File: src/rtl/sweep_pkg.sv
package sweep_pkg;
  typedef enum logic [2:0] {
    ST_IDLE,
    ST_CFG,
    ST_HOLD,
    ST_SETTLE,
    ST_SAMPLE
  } seq_state_t;
endpackage

File: src/rtl/sweep_timer.sv
module sweep_timer #(
  parameter int W = 17
) (
  input  logic         clk,
  input  logic         rst,
  input  logic         load_i,
  input  logic [W-1:0] val_i,
  input  logic         dec_i,
  output logic         zero_o
);
  logic [W-1:0] cnt_q;

  always_ff @(posedge clk) begin
    if (rst)         cnt_q <= '0;
    else if (load_i) cnt_q <= val_i;
    else if (dec_i)  cnt_q <= cnt_q - 1'b1;
  end

  assign zero_o = (cnt_q == '0);
endmodule

File: src/rtl/sweep_flags.sv
module sweep_flags (
  input  logic clk,
  input  logic rst,
  input  logic stage_end_i,
  input  logic ack_i,
  input  logic hold_set_i,
  input  logic hold_clr_i,
  output logic newdata_o,
  output logic overrun_o,
  output logic halted_o
);
  always_ff @(posedge clk) begin
    if (rst) begin
      newdata_o <= 1'b0;
      overrun_o <= 1'b0;
      halted_o  <= 1'b0;
    end else begin
      if (stage_end_i)  newdata_o <= 1'b1;
      else if (ack_i)   newdata_o <= 1'b0;
      if (stage_end_i && newdata_o && !ack_i) overrun_o <= 1'b1;
      if (hold_set_i)      halted_o <= 1'b1;
      else if (hold_clr_i) halted_o <= 1'b0;
    end
  end
endmodule

File: src/rtl/sweep_ctrl.sv
module sweep_ctrl
  import sweep_pkg::*;
#(
  parameter int MAX_PTS = 4501,
  parameter int PTS_W   = 13,
  parameter int STG_W   = 3,
  parameter int SPP_W   = 13,
  parameter int SET_W   = 16,
  parameter int CNT_W   = 17
) (
  input  logic             clk,
  input  logic             rst,
  input  logic             start_i,
  input  logic [PTS_W-1:0] last_pt_i,
  input  logic [STG_W-1:0] last_stg_i,
  input  logic [SPP_W-1:0] spp_i,
  input  logic [SET_W-1:0] settle_i,
  input  logic             halt_i,
  input  logic             resume_i,
  input  logic             smp_tick_i,
  input  logic             tmr_zero_i,
  output logic             tmr_load_o,
  output logic [CNT_W-1:0] tmr_val_o,
  output logic             tmr_dec_o,
  output logic             stage_end_o,
  output logic             hold_set_o,
  output logic             hold_clr_o,
  output logic             done_o,
  output logic             busy_o,
  output logic             sampling_o,
  output logic [PTS_W-1:0] point_o,
  output logic [STG_W-1:0] stage_o
);
  localparam logic [PTS_W-1:0] PT_CAP = PTS_W'(MAX_PTS - 1);

  seq_state_t       st_q, st_d;
  logic [PTS_W-1:0] last_pt_q, point_q;
  logic [STG_W-1:0] last_stg_q, stage_q;
  logic [SPP_W-1:0] spp_q, spp_eff;
  logic [SET_W-1:0] settle_q;
  logic [CNT_W-1:0] settle_val, smp_len_m1;
  logic             adv_stage, adv_point, fin;

  assign spp_eff    = (spp_q == '0) ? SPP_W'(1) : spp_q;
  assign smp_len_m1 = CNT_W'({spp_eff, 4'b0000}) - 1'b1;
  assign settle_val = CNT_W'(settle_q);

  always_comb begin
    st_d        = st_q;
    tmr_load_o  = 1'b0;
    tmr_val_o   = settle_val;
    tmr_dec_o   = 1'b0;
    stage_end_o = 1'b0;
    hold_set_o  = 1'b0;
    hold_clr_o  = 1'b0;
    adv_stage   = 1'b0;
    adv_point   = 1'b0;
    fin         = 1'b0;
    case (st_q)
      ST_IDLE: if (start_i) st_d = ST_CFG;
      ST_CFG: begin
        if (halt_i) begin
          st_d       = ST_HOLD;
          hold_set_o = 1'b1;
        end else begin
          st_d       = ST_SETTLE;
          tmr_load_o = 1'b1;
        end
      end
      ST_HOLD: begin
        if (resume_i) begin
          st_d       = ST_SETTLE;
          tmr_load_o = 1'b1;
          hold_clr_o = 1'b1;
        end
      end
      ST_SETTLE: begin
        if (tmr_zero_i) begin
          st_d       = ST_SAMPLE;
          tmr_load_o = 1'b1;
          tmr_val_o  = smp_len_m1;
        end else begin
          tmr_dec_o = 1'b1;
        end
      end
      ST_SAMPLE: begin
        if (smp_tick_i) begin
          if (tmr_zero_i) begin
            stage_end_o = 1'b1;
            if (stage_q == last_stg_q) begin
              if (point_q == last_pt_q) begin
                st_d = ST_IDLE;
                fin  = 1'b1;
              end else begin
                st_d      = ST_CFG;
                adv_point = 1'b1;
              end
            end else begin
              st_d       = ST_SETTLE;
              tmr_load_o = 1'b1;
              adv_stage  = 1'b1;
            end
          end else begin
            tmr_dec_o = 1'b1;
          end
        end
      end
      default: st_d = ST_IDLE;
    endcase
  end

  always_ff @(posedge clk) begin
    if (rst) begin
      st_q       <= ST_IDLE;
      last_pt_q  <= '0;
      last_stg_q <= '0;
      spp_q      <= '0;
      settle_q   <= '0;
      point_q    <= '0;
      stage_q    <= '0;
      done_o     <= 1'b0;
    end else begin
      st_q   <= st_d;
      done_o <= fin;
      if (st_q == ST_IDLE && start_i) begin
        last_pt_q  <= (last_pt_i > PT_CAP) ? PT_CAP : last_pt_i;
        last_stg_q <= last_stg_i;
        spp_q      <= spp_i;
        settle_q   <= settle_i;
        point_q    <= '0;
        stage_q    <= '0;
      end else if (adv_point) begin
        point_q <= point_q + 1'b1;
        stage_q <= '0;
      end else if (adv_stage) begin
        stage_q <= stage_q + 1'b1;
      end
    end
  end

  assign busy_o     = (st_q != ST_IDLE);
  assign sampling_o = (st_q == ST_SAMPLE);
  assign point_o    = point_q;
  assign stage_o    = stage_q;
endmodule

File: src/rtl/sweep_seq.sv
module sweep_seq #(
  parameter int MAX_PTS = 4501,
  parameter int STG_W   = 3,
  parameter int SPP_W   = 13,
  parameter int SET_W   = 16,
  localparam int PTS_W  = $clog2(MAX_PTS),
  localparam int CNT_W  = (SET_W > SPP_W + 4) ? SET_W : SPP_W + 4
) (
  input  logic             clk,
  input  logic             rst,
  input  logic             start_i,
  input  logic [PTS_W-1:0] last_pt_i,
  input  logic [STG_W-1:0] last_stg_i,
  input  logic [SPP_W-1:0] spp_i,
  input  logic [SET_W-1:0] settle_i,
  input  logic             halt_i,
  input  logic             resume_i,
  input  logic             smp_tick_i,
  input  logic             ack_i,
  output logic             busy_o,
  output logic             sampling_o,
  output logic [PTS_W-1:0] point_o,
  output logic [STG_W-1:0] stage_o,
  output logic             halted_o,
  output logic             newdata_o,
  output logic             overrun_o,
  output logic             done_o
);
  logic             tmr_load, tmr_dec, tmr_zero;
  logic [CNT_W-1:0] tmr_val;
  logic             stage_end, hold_set, hold_clr;

  sweep_ctrl #(
    .MAX_PTS(MAX_PTS), .PTS_W(PTS_W), .STG_W(STG_W),
    .SPP_W(SPP_W), .SET_W(SET_W), .CNT_W(CNT_W)
  ) u_ctrl (
    .clk(clk), .rst(rst), .start_i(start_i), .last_pt_i(last_pt_i),
    .last_stg_i(last_stg_i), .spp_i(spp_i), .settle_i(settle_i),
    .halt_i(halt_i), .resume_i(resume_i), .smp_tick_i(smp_tick_i),
    .tmr_zero_i(tmr_zero), .tmr_load_o(tmr_load), .tmr_val_o(tmr_val),
    .tmr_dec_o(tmr_dec), .stage_end_o(stage_end), .hold_set_o(hold_set),
    .hold_clr_o(hold_clr), .done_o(done_o), .busy_o(busy_o),
    .sampling_o(sampling_o), .point_o(point_o), .stage_o(stage_o)
  );

  sweep_timer #(.W(CNT_W)) u_timer (
    .clk(clk), .rst(rst), .load_i(tmr_load), .val_i(tmr_val),
    .dec_i(tmr_dec), .zero_o(tmr_zero)
  );

  sweep_flags u_flags (
    .clk(clk), .rst(rst), .stage_end_i(stage_end), .ack_i(ack_i),
    .hold_set_i(hold_set), .hold_clr_i(hold_clr), .newdata_o(newdata_o),
    .overrun_o(overrun_o), .halted_o(halted_o)
  );
endmodule

File: config.mk
export PLATFORM = sky130hd
export DESIGN_NAME = sweep_seq
export DESIGN_NICKNAME = d
export VERILOG_FILES = /design/src/rtl/sweep_pkg.sv /design/src/rtl/sweep_timer.sv /design/src/rtl/sweep_flags.sv /design/src/rtl/sweep_ctrl.sv /design/src/rtl/sweep_seq.sv
export SDC_FILE = /design/constraint.sdc
export NUM_CORES = 1
export LEC_CHECK = 0
export BUFFER_PORTS_ARGS = -buffer_cell sky130_fd_sc_hd__buf_2
export CAP_MARGIN = 20
export CORE_UTILIZATION = 60
export DETAILED_ROUTE_END_ITERATION = 6
export PLACE_DENSITY = 0.95
export SLEW_MARGIN = 20
export SYNTH_ARGS = -nofsm -noshare
export SYNTH_HDL_FRONTEND = slang
export SYNTH_SLANG_ARGS = --single-unit
File: constraint.sdc
create_clock -name clk -period 3.9 [get_ports clk]
set_input_delay 0.78 -clock clk [delete_from_list [all_inputs] [get_ports clk]]
set_output_delay 0.78 -clock clk [all_outputs]
set_load 0.05 [all_outputs]
Word level (Yosys, flattened, before mapping)
Index checks and enable logic that the tools add are counted.

Output and inout bits: 22. Bits in registers: 85.

$add $sub $neg: 4. Multiplexer cells: 41. Reductions and logical operators: 15. Equal/unequal tests: 11. Order comparisons: 1. Bitwise operators: 4.

Operators by type and width (number): $mux 17 (4); $sub 17x1->17 const B (2); $mux 1 (26); $mux 13 (2); $logic_not 17->1 (1); $mux 3 (5); $pmux 3 s5 (1); $add 13x1->13 const B (1); $eq 13x13->1 (1); $gt 13x13->1 const B (1); $logic_not 13->1 (1); $ne 2x2->1 const B (4); $eq 3x2->1 const B (2); $reduce_bool 2->1 (3); $reduce_and 5->1 (1); $reduce_or 5->1 (1); $not 1->1 (4); $pmux 1 s4 (1); $add 3x1->3 const B (1); $eq 3x1->1 const B (1); $eq 3x3->1 (1); $eq 3x3->1 const B (1); $logic_and 1x1->1 (3); $logic_not 3->1 (1); other kinds (7) (7).

Logic depth before layout (Yosys ltp)
Gate-level depths: netlist (run 1).

Depth in word-level cells: 7. Depth in mapped cells: 10. Depth with buffers taken out: 10.

Hierarchy
From an unflattened synthesis (run 1), not the netlist that was laid out.

Cell total of the unflattened synthesis: 551. Area total of the unflattened synthesis: 4316.6 µm².

Modules (own cells, without submodules): sweep_ctrl (instances 1, sequential area each 1301.2 µm², cells an instance 418, area an instance 3216.8 µm²); sweep_timer (instances 1, sequential area each 340.3 µm², cells an instance 122, area an instance 991.0 µm²); sweep_flags (instances 1, sequential area each 60.1 µm², cells an instance 11, area an instance 108.9 µm²).

Worst setup path after synthesis (run 1)
OpenSTA, ideal clock, no wires.

Path kind: reg2out. Start: register u_ctrl.st_q[2]. End: output sampling_o. Arrival: 1.683 ns. Cell stages (with the launch flop): 4. Setup slack: 1.437 ns. Path buffers: 1. Cells stage by stage: dfxtp_1 -> buf_2 -> inv_1 -> nor3_1.

Word-level cells in the longest chain between the ends: 1.

RTL lines: start: declaration (RTL line sweep_ctrl.sv:36) `seq_state_t st_q, st_d;`; start signal: assignment (RTL line sweep_ctrl.sv:123) `st_q <= st_d;`; $eq 3x3->1 (RTL line sweep_ctrl.sv:142) `assign sampling_o = (st_q == ST_SAMPLE);`; end: declaration (RTL line sweep_seq.sv:21) `output logic sampling_o,`.

No other way between the ends.

Worst setup path in the final report (run 1)
Start: register u_ctrl.spp_q[10]. End: register u_timer.cnt_q[16].

Word-level cells in the longest chain between the ends: 6.

RTL lines: start: declaration (RTL line sweep_ctrl.sv:39) `logic [SPP_W-1:0] spp_q, spp_eff;`; start signal: assignment (RTL line sweep_ctrl.sv:128) `spp_q <= spp_i;`; $logic_not 13->1 (RTL line sweep_ctrl.sv:44) `assign spp_eff = (spp_q == '0) ? SPP_W'(1) : spp_q;`; $mux 13 * (RTL line sweep_ctrl.sv:44); $sub 17x1->17 * (RTL line sweep_ctrl.sv:45) `assign smp_len_m1 = CNT_W'({spp_eff, 4'b0000}) - 1'b1;`; $mux 17 * (RTL line sweep_ctrl.sv:78) `if (tmr_zero_i) begin`; $mux 17 * (RTL line sweep_ctrl.sv:59) `case (st_q)`; $mux 17 * (RTL line sweep_timer.sv:15) `else if (load_i) cnt_q <= val_i;`; end signal: assignment (RTL line sweep_timer.sv:15); end signal: assignment (RTL line sweep_timer.sv:16) `else if (dec_i) cnt_q <= cnt_q - 1'b1;`; end: declaration (RTL line sweep_timer.sv:11) `logic [W-1:0] cnt_q;`.

Every way passes the cells marked *; elsewhere a longest branch is shown, timed or not. A chain may end at the register's enable or synchronous reset.

==> qor.yml, run 1 <==
global_routing:
  overflow: 0
  grt_max_degree: 55
  grt_pass1_vias: 3888
  grt_antenna_before_repair: 0
  grt_first_pass_wirelength_mm: 18.5
  grt_usage_pct: 32.0
synthesis:
  synth_edf_count: 0
  seq_area_frac_synth_pct: 40.5
  avgSynthCellArea_um2: 8.22
  syn-num-nets: 568
  async_reset_ff_share_pct: 0
  synth_cell_types: 62
  ys_ff_latch: 85
  synth_ff_type: "dfxtp_1"
  netlist_area_um2: 4200
  syn-instance-count: 511
  yosys_warnings: 0
pwr:
  power.leakage_nw: 1.99
  power_mw: 2.51
  switchingPower_mw: 0.877
  ir_drop_v: 0.000261
  power_density_nw_per_um2: 516
  p_int_mw: 1.63
  power.share.switching_pct: 35.0
  p_seq_share_pct: 41.3
  clkPwrFrac_pct: 28.9
  pwr-share-comb_pct: 29.8
layout:
  area_growth_syn_to_layout_pct: 15.7
  multi_input_area_um2: 2390
  fillCellCount: 531
  num-nets-final: 634
  layout-drive-gt1-share_pct: 18.8
  diodes: 0
  seq_area_um2: 1700
cts:
  path_clk_slew_ns: 0.08
  cts_max_level: 3
  postCtsResizedCells: 0
  clk_path_buf_depth: 2
  clock_latency_ns: 0.36
  numCtsBuffers: 9
  hold_buffers: 0
  cts_tree: "done"
  clockRootBuffer: "clkbuf_8"
  cts.sinks: 85
  cts_setup_buffers: 0
critical_path:
  critPathLaunchType: "register"
  crit_type: "register to register"
  worst_path_most_repeated_cell: "nor3_1"
  arrival_ns: 3.17
  critPathBufInv: 0
  required_ns: 4.18
  cp-end-kind: "register"
  critical_path.top_delay_family: "simple AND/OR/NAND/NOR gates"
  slowest_stage: "nor3b_1"
  cp_max_fo: 5
  crit_chain: "nor3_1, and3_1, a21oi_1, ha_1, nor3b_1, nand3_1, or3_1, xnor2_1, o22ai_1, nor3_1"
  cpPeakStageDelay_ns: 0.54
sta:
  hold_violations: 0
  fin_skew_ns: 0.0124
  tns_ns: 0
  fmax_mhz: 346
  setup_ws_ns: 1.01
  worst_pin_slew_ns: 0.809
  drv_slew: 0
  setup_viol: 0
  rsz0062_at_grt: "no"
  timing.final.crit_period_ns: 2.89
  max_slew_margin_pct: 46.0
  fin_crit_sh_pct: 74.1
hold_path:
  min_path_type: "register to register"
floorplan:
  die_h_um: 85.7
  num_io_pins: 74
  start_util_pct: 61.8
  core_area_um2: 6790
  die_w_um: 85.7
  die-area_um2: 7340
  fp-row-count: 30
placed_design:
  io_buffers: 73
  post-place-ws_ns: 1.24
  dp_hpwl_mm: 7.78
  gp_congestion: 0.938
detailed_routing:
  drcViolationCount: 0
  wl_mm: 11.2
  vias: 4176
  avgViaCountPerCell: 6.17
  drt_iter0_markers: 385
  antenna_left: 0
  first_pass_iters: 5
  avgRoutedWirePerCell_um: 16.5
job:
  drv_cap: 0
run_status:
  status: "finished, final reports clean"
[worst register-to-register path, delay by kind of cell, from the launching register on]
family,cells,cell delay (ns)
flip-flops,1,0.45
adder cells (fa/ha/maj),1,0.21
AO/OA/AOI/OAI,2,0.30
AND/OR/NAND/NOR,6,1.68
XOR/XNOR,1,0.18
[worst paths after layout]
path                                endpoint  slack [ns]  cells past startpoint                            start
max           u_timer.cnt_q[16]$_SDFFE_PP0P_        1.01                     10    u_ctrl.spp_q[10]$_SDFFE_PP0P_
min          u_ctrl.settle_q[3]$_SDFFE_PP0P_        0.46                      2  u_ctrl.settle_q[3]$_SDFFE_PP0P_
max reg2reg   u_timer.cnt_q[16]$_SDFFE_PP0P_        1.01                     10    u_ctrl.spp_q[10]$_SDFFE_PP0P_
min reg2reg  u_ctrl.settle_q[3]$_SDFFE_PP0P_        0.46                      2  u_ctrl.settle_q[3]$_SDFFE_PP0P_
[cell type report]
class | count | share of cell area (%)
Sequential cell | 85 | 35.0
Clock inverter | 3 | 1.39
Multi-Input combinational cell | 398 | 49.2
Clock buffer | 12 | 3.40
Tap cell | 96 | 2.47
Inverter | 7 | 0.541
Timing Repair Buffer | 76 | 7.98
[flip-flops by register name (all words and copies together), names as in the netlist, 3 cells and up]
register	flops
u_ctrl.last_pt_q	13
u_ctrl.st_q	3
u_timer.cnt_q	17
u_ctrl.spp_q	13
u_ctrl.settle_q	16
u_ctrl.point_o	13
u_ctrl.last_stg_q	3
u_ctrl.stage_o	3
[kinds of logic (layout without fill, tap and decap cells)]
logic type               after synthesis  count (layout)  share of synthesized area, %
AND/OR/NAND/NOR                      211             211                          25.7
AO/OA/AOI/OAI                        139             139                          20.4
buffers and inverters                 28              98                          2.65
multiplexers                           5               5                          1.25
XOR/XNOR                              38              38                          7.92
adder cells (fa/ha/maj)                5               5                          1.49
flip-flops                            85              85                          40.5
[placed cells by master (no fill, tap or decap), drive strengths merged, types with 12 or more instances in the layout]
| cell type | count |
|---|---|
| nand2 | 90 |
| dfxtp | 85 |
| buf | 76 |
| a21oi | 62 |
| nor2 | 28 |
| nor3 | 25 |
| xor2 | 22 |
| o21ai | 21 |
| nand3 | 19 |
| xnor2 | 16 |
| o22ai | 12 |
| clkbuf | 12 |
[power by group through the flow]
stage          Clock (mW)  Sequential (mW)  Combinational [mW]
3_5_place_dp            0             1.05               0.720
5_1_grt             0.764             1.04               0.819
3_3_place_gp            0             1.04               0.691
4_1_cts             0.725             1.03               0.731
2_1_floorplan           0             1.03               0.566
6_report            0.724             1.03               0.748
[metrics by stage]
step	cells	hold slack, ns	util (%)	area (um2)
floorplan	511	0.433	-	4200
global placement	662	0.444	68.1	4630
CTS	677	0.464	71.5	4860
global route	677	0.488	71.5	4860
detailed placement	662	0.453	68.1	4630
finish	677	0.462	71.5	4860
[layer usage]
| layer | up-vias | track usage, % | share of wire (%) |
|---|---|---|---|
| met5 | - | 0 | 0 |
| li1 | 1964 | - | - |
| met1 | 1957 | 43.2 | 42 |
| met4 | 0 | 13.5 | 2.7 |
| met2 | 223 | 50.2 | 46 |
| met3 | 32 | 6.45 | 8.7 |
[synth_stat cells (all sizes together), types with 4 or more instances]
| cell | instances | area (um2) |
|---|---|---|
| a211oi | 4 | 30.0 |
| a21oi | 62 | 310 |
| a22o | 8 | 70.1 |
| a22oi | 5 | 37.5 |
| and3 | 7 | 43.8 |
| buf | 7 | 32.5 |
| clkbuf | 14 | 52.6 |
| dfxtp | 85 | 1700 |
| ha | 5 | 62.6 |
| inv | 7 | 26.3 |
| nand2 | 90 | 338 |
| nand2b | 4 | 25.0 |
| nand3 | 19 | 100 |
| nand4 | 4 | 40.0 |
| nor2 | 28 | 105 |
| nor3 | 25 | 158 |
| nor4 | 5 | 46.3 |
| o21a | 5 | 37.5 |
| o21ai | 21 | 105 |
| o22ai | 12 | 75.1 |
| or3 | 10 | 63.8 |
| xnor2 | 16 | 140 |
| xor2 | 22 | 193 |
Power figures use the tool's default switching activity.
==> inputs of run 2 (changes only) <==
- CORE_UTILIZATION: 60 -> 56
- PLACE_DENSITY: 0.95 -> 0.9
- clock period: 3.9 -> 3 ns (I/O delays scaled with it)
==> qor.yml, run 2 (synthesis results as in run 1) <==
run_status:
  status: "finished, final reports clean"
cts:
  numCtsBuffers: 9
  postCtsResizedCells: 0
  cts_tree: "done"
  clockRootBuffer: "clkbuf_8"
  hold_buffers: 0
  clock_latency_ns: 0.37
  path_clk_slew_ns: 0.10
  cts_max_level: 3
  cts.sinks: 85
  cts_setup_buffers: 0
  clk_path_buf_depth: 2
placed_design:
  dp_hpwl_mm: 7.65
  io_buffers: 73
  post-place-ws_ns: 0.427
  post_dp_cell_area_um2: 4640
  gp_congestion: 0.952
job:
  drv_cap: 0
floorplan:
  die_w_um: 88.6
  core_area_um2: 7250
  die-area_um2: 7850
  num_io_pins: 74
  fp-row-count: 31
  start_util_pct: 57.9
  die_h_um: 88.6
detailed_routing:
  antenna_left: 0
  drt_iter0_markers: 370
  first_pass_iters: 5
  drcViolationCount: 0
  avgRoutedWirePerCell_um: 15.9
  avgViaCountPerCell: 6.12
  wl_mm: 10.9
  vias: 4177
layout:
  regMostFlops: "u_timer.cnt_q"
  largest_register_ffs: 17
  final_cell_mix: "nand2_1 (90), dfxtp_1 (85), buf_2 (73)"
  layout-drive-gt1-share_pct: 19.0
  fin_area_um2: 4820
  diodes: 0
  layout_commonest_cell: "nand2_1"
  area_growth_syn_to_layout_pct: 14.8
  num-nets-final: 635
  reg_top3: "u_timer.cnt_q x17, u_ctrl.settle_q x16"
global_routing:
  grt_first_pass_wirelength_mm: 17.2
  grt-busiest-layer: "met2"
  grt_pass1_vias: 3761
  grtUsageMet2_pct: 46.4
  met3_usage_pct: 4.76
  grt_antenna_before_repair: 0
  use_met1_pct: 36.4
  overflow: 0
  grt_usage_pct: 28.5
  grt_max_degree: 41
sta:
  timing.final.crit_period_ns: 2.68
  fin_crit_sh_pct: 89.5
  fmax_mhz: 373
  hold_violations: 0
  tns_ns: 0
  worst_pin_slew_ns: 0.818
  max_slew_margin_pct: 45.5
  worst_hold_slack_ns: 0.447
  rsz0062_at_grt: "no"
  drv_slew: 0
  setup_viol: 0
  setup_ws_ns: 0.316
  fin_skew_ns: 0.0188
critical_path:
  critPathLaunchType: "register"
  required_ns: 3.29
  crit_type: "register to register"
  cp-end-kind: "register"
  cp_max_fo: 5
  arrival_ns: 2.97
hold_path:
  min_path_type: "input port to register"
pwr:
  power_density_nw_per_um2: 637
  ir_drop_v: 0.000348
  power.leakage_nw: 1.97
==> run 2: routing by layer <==
metal | vias to the layer above | part of all wire, % | wire length, um
met4 | 0 | 2.4 | 257
met3 | 26 | 6.2 | 678
met5 | - | 0 | 0
met2 | 176 | 48 | 5200
li1 | 1979 | - | -
met1 | 1996 | 44 | 4730
==> run 2: worst paths after layout <==
| check | end | start | cells past startpoint | slack, ns |
|---|---|---|---|---|
| max | u_timer.cnt_q[16]$_SDFFE_PP0P_ | u_ctrl.spp_q[10]$_SDFFE_PP0P_ | 10 | 0.32 |
| min | u_ctrl.last_pt_q[6]$_SDFFE_PP0P_ | last_pt_i[6] | 2 | 0.45 |
| max reg2reg | u_timer.cnt_q[16]$_SDFFE_PP0P_ | u_ctrl.spp_q[10]$_SDFFE_PP0P_ | 10 | 0.32 |
| min reg2reg | u_ctrl.settle_q[13]$_SDFFE_PP0P_ | u_ctrl.settle_q[13]$_SDFFE_PP0P_ | 2 | 0.46 |
==> run 2: worst max-delay path, stage by stage (launching register included) <==
cell and delay [ns]:
dfxtp_1 0.43, nor3_1 0.12, and3_1 0.24, a21oi_1 0.20, ha_1 0.21, nor3b_1 0.44, nand3_1 0.18, or3_1 0.38
xnor2_1 0.16, o22ai_1 0.09, nor3_1 0.16
==> run 2: area by class of cell <==
| class | instances | area [um2] |
|---|---|---|
| Sequential cell | 85 | 1700 |
| Timing Repair Buffer | 77 | 395 |
| Clock inverter | 7 | 57.6 |
| Tap cell | 99 | 124 |
| Inverter | 7 | 26.3 |
| Fill cell | 601 | 2430 |
| Clock buffer | 9 | 124 |
| Multi-Input combinational cell | 398 | 2390 |
==> run 2: metrics by stage <==
step | util, % | power [mW] | instances
finish | 66.5 | 3.07 | 682
global route | 66.5 | 3.23 | 682
CTS | 66.5 | 3.05 | 682
detailed placement | 64.0 | 2.30 | 666
global placement | 64.0 | 2.26 | 666
floorplan | - | 2.07 | 511
==> run 2: report_power, final <==
group | leakage (nW) | total (mW) | switching [mW] | internal (mW)
clock | 0.0881 | 0.760 | 0.448 | 0.312
sequential | 0.693 | 1.35 | 0.120 | 1.23
combinational | 1.18 | 0.965 | 0.597 | 0.369
==> inputs of run 3 (changes only) <==
- CORE_UTILIZATION: 56 -> 50
- CTS_BUF_LIST: not set -> sky130_fd_sc_hd__clkbuf_8 sky130_fd_sc_hd__clkbuf_16
- PLACE_DENSITY: 0.9 -> 0.85
- SLEW_MARGIN: 20 -> not set
- clock period: 3 -> 2.3 ns (I/O delays scaled with it)
==> qor.yml, run 3 (synthesis results as in run 1) <==
cts:
  clk_path_buf_depth: 2
  clockRootBuffer: "clkbuf_8"
  clock_latency_ns: 0.36
  cts_max_level: 3
  cts.sinks: 85
  numCtsBuffers: 9
  cts_tree: "done"
  path_clk_slew_ns: 0.09
  hold_buffers: 0
placed_design:
  gp_congestion: 0.986
  io_buffers: 73
  post-place-ws_ns: -0.000643
  dp_cells: 682
  dp_hpwl_mm: 7.77
layout:
  num-nets-final: 647
  final_cell_mix: "nand2_1 (90), buf_2 (73), dfxtp_1 (73)"
  fillCellCount: 696
  reg_top3: "u_timer.cnt_q x17, u_ctrl.settle_q x16"
  regMostFlops: "u_timer.cnt_q"
  final_cells: 700
  largest_register_ffs: 17
  area_growth_syn_to_layout_pct: 19.6
  layout-drive-gt1-share_pct: 24.0
  diodes: 0
  layout_commonest_cell: "nand2_1"
pwr:
  clkPwrFrac_pct: 24.9
  pwr-share-comb_pct: 33.2
  power.share.switching_pct: 36.5
  power_density_nw_per_um2: 835
  switchingPower_mw: 1.53
  ir_drop_v: 0.000453
  power_mw: 4.20
  p_int_mw: 2.67
  power.leakage_nw: 2.06
  p_seq_share_pct: 41.9
detailed_routing:
  avgRoutedWirePerCell_um: 15.6
  first_pass_iters: 5
  wl_mm: 10.9
  vias: 4149
  antenna_left: 0
  drt_iter0_markers: 323
  wl_met2_mm: 5.18
  drcViolationCount: 0
  top_layer: "met4"
  wl_met1_mm: 4.81
  avgViaCountPerCell: 5.93
  wl_met3_um: 737
global_routing:
  grt_usage_pct: 25.7
  grt_max_degree: 49
  grt_first_pass_wirelength_mm: 17.8
  grt_antenna_before_repair: 0
  grt_pass1_vias: 3775
  overflow: 0
sta:
  fin_crit_sh_pct: 95.2
  hold_violations: 0
  worst_hold_slack_ns: 0.326
  timing.final.crit_period_ns: 2.19
  setup_ws_ns: 0.110
  setup_viol: 0
  fmax_mhz: 457
  worst_pin_slew_ns: 0.610
  fin_skew_ns: 0.0147
  max_slew_margin_pct: 59.2
  drv_slew: 0
  rsz0062_at_grt: "yes"
floorplan:
  die_h_um: 93.7
  num_io_pins: 74
  fp-row-count: 33
  start_util_pct: 51.4
  die_w_um: 93.7
  die-area_um2: 8770
  core_area_um2: 8180
critical_path:
  arrival_ns: 2.41
  cp-end-kind: "register"
  required_ns: 2.52
  cp_max_fo: 4
  critPathLaunchType: "register"
  crit_type: "register to register"
run_status:
  status: "finished, final reports clean"
hold_path:
  min_path_type: "input port to register"
job:
  drv_cap: 0
==> run 3: cell types whose count changed in the layout (fill, tap and decap cells not counted), moves of 2 or more <==
cell     delta
buf_4      +12
dfxtp_1    -12
dfxtp_2    +10
dfxtp_4     +2
inv_6       -2
nand3_1     -2
nand3_2     +2
==> run 3: area by class of cell <==
| type | count | area, um2 | area share (%) |
|---|---|---|---|
| clock buffer | 9 | 124 | 2.47 |
| clock inverter | 7 | 67.6 | 1.34 |
| tap | 105 | 131 | 2.61 |
| sequential | 85 | 1720 | 34.3 |
| timing repair buffer | 89 | 485 | 9.66 |
| multi-input combinational | 398 | 2470 | 49.1 |
| inverter | 7 | 26.3 | 0.523 |
==> run 3: path summary, 6_finish.rpt <==
path / to / cells after the start / slack [ns] / start
max: u_timer.cnt_q[16]$_SDFFE_PP0P_ / 10 / 0.11 / u_ctrl.spp_q[12]$_SDFFE_PP0P_
min: u_ctrl.last_pt_q[6]$_SDFFE_PP0P_ / 2 / 0.33 / last_pt_i[6]
max reg2reg: u_timer.cnt_q[16]$_SDFFE_PP0P_ / 10 / 0.11 / u_ctrl.spp_q[12]$_SDFFE_PP0P_
min reg2reg: u_ctrl.settle_q[13]$_SDFFE_PP0P_ / 2 / 0.46 / u_ctrl.settle_q[13]$_SDFFE_PP0P_
==> run 3: power groups by stage <==
stage / combinational, mW / clock (mW) / sequential (mW)
3_3_place_gp: 1.23 / 0 / 1.77
4_1_cts: 1.29 / 1.05 / 1.74
6_report: 1.39 / 1.05 / 1.76
2_1_floorplan: 0.962 / 0 / 1.74
3_5_place_dp: 1.27 / 0 / 1.77
5_1_grt: 1.51 / 1.12 / 1.77
==> run 3: layer usage <==
layer | vias up | GRT usage, %
met4 | 0 | 9.49
met2 | 199 | 41.5
met3 | 25 | 3.56
met1 | 1926 | 34.9
li1 | 1999 | -
met5 | - | 0
==> run 3: timing repair <==
item,CTS,global route
gates cloned,0,0
gates resized for setup,1,24
buffers inserted,0,2
setup endpoints to repair,1,9
pin swaps,0,5
==> run 3: through the flow <==
| stage | util [%] | TNS [ns] | area (um2) |
|---|---|---|---|
| 2_1_floorplan | - | 0 | 4210 |
| 3_3_place_gp | 57.9 | 0 | 4730 |
| 3_5_place_dp | 57.9 | -0.000643 | 4730 |
| 4_1_cts | 60.2 | 0 | 4920 |
| 5_1_grt | 61.5 | -0.0144 | 5020 |
| 6_report | 61.5 | 0 | 5020 |
==> run 3: critical path, stage by stage, from the launching register on <==
cell,delay [ns]
dfxtp_2,0.37
nor3_1,0.08
and3_4,0.21
a21oi_4,0.16
ha_2,0.20
nor3b_4,0.21
nand3_2,0.12
or3_4,0.36
xnor2_2,0.14
o22ai_1,0.15
nor3_1,0.07
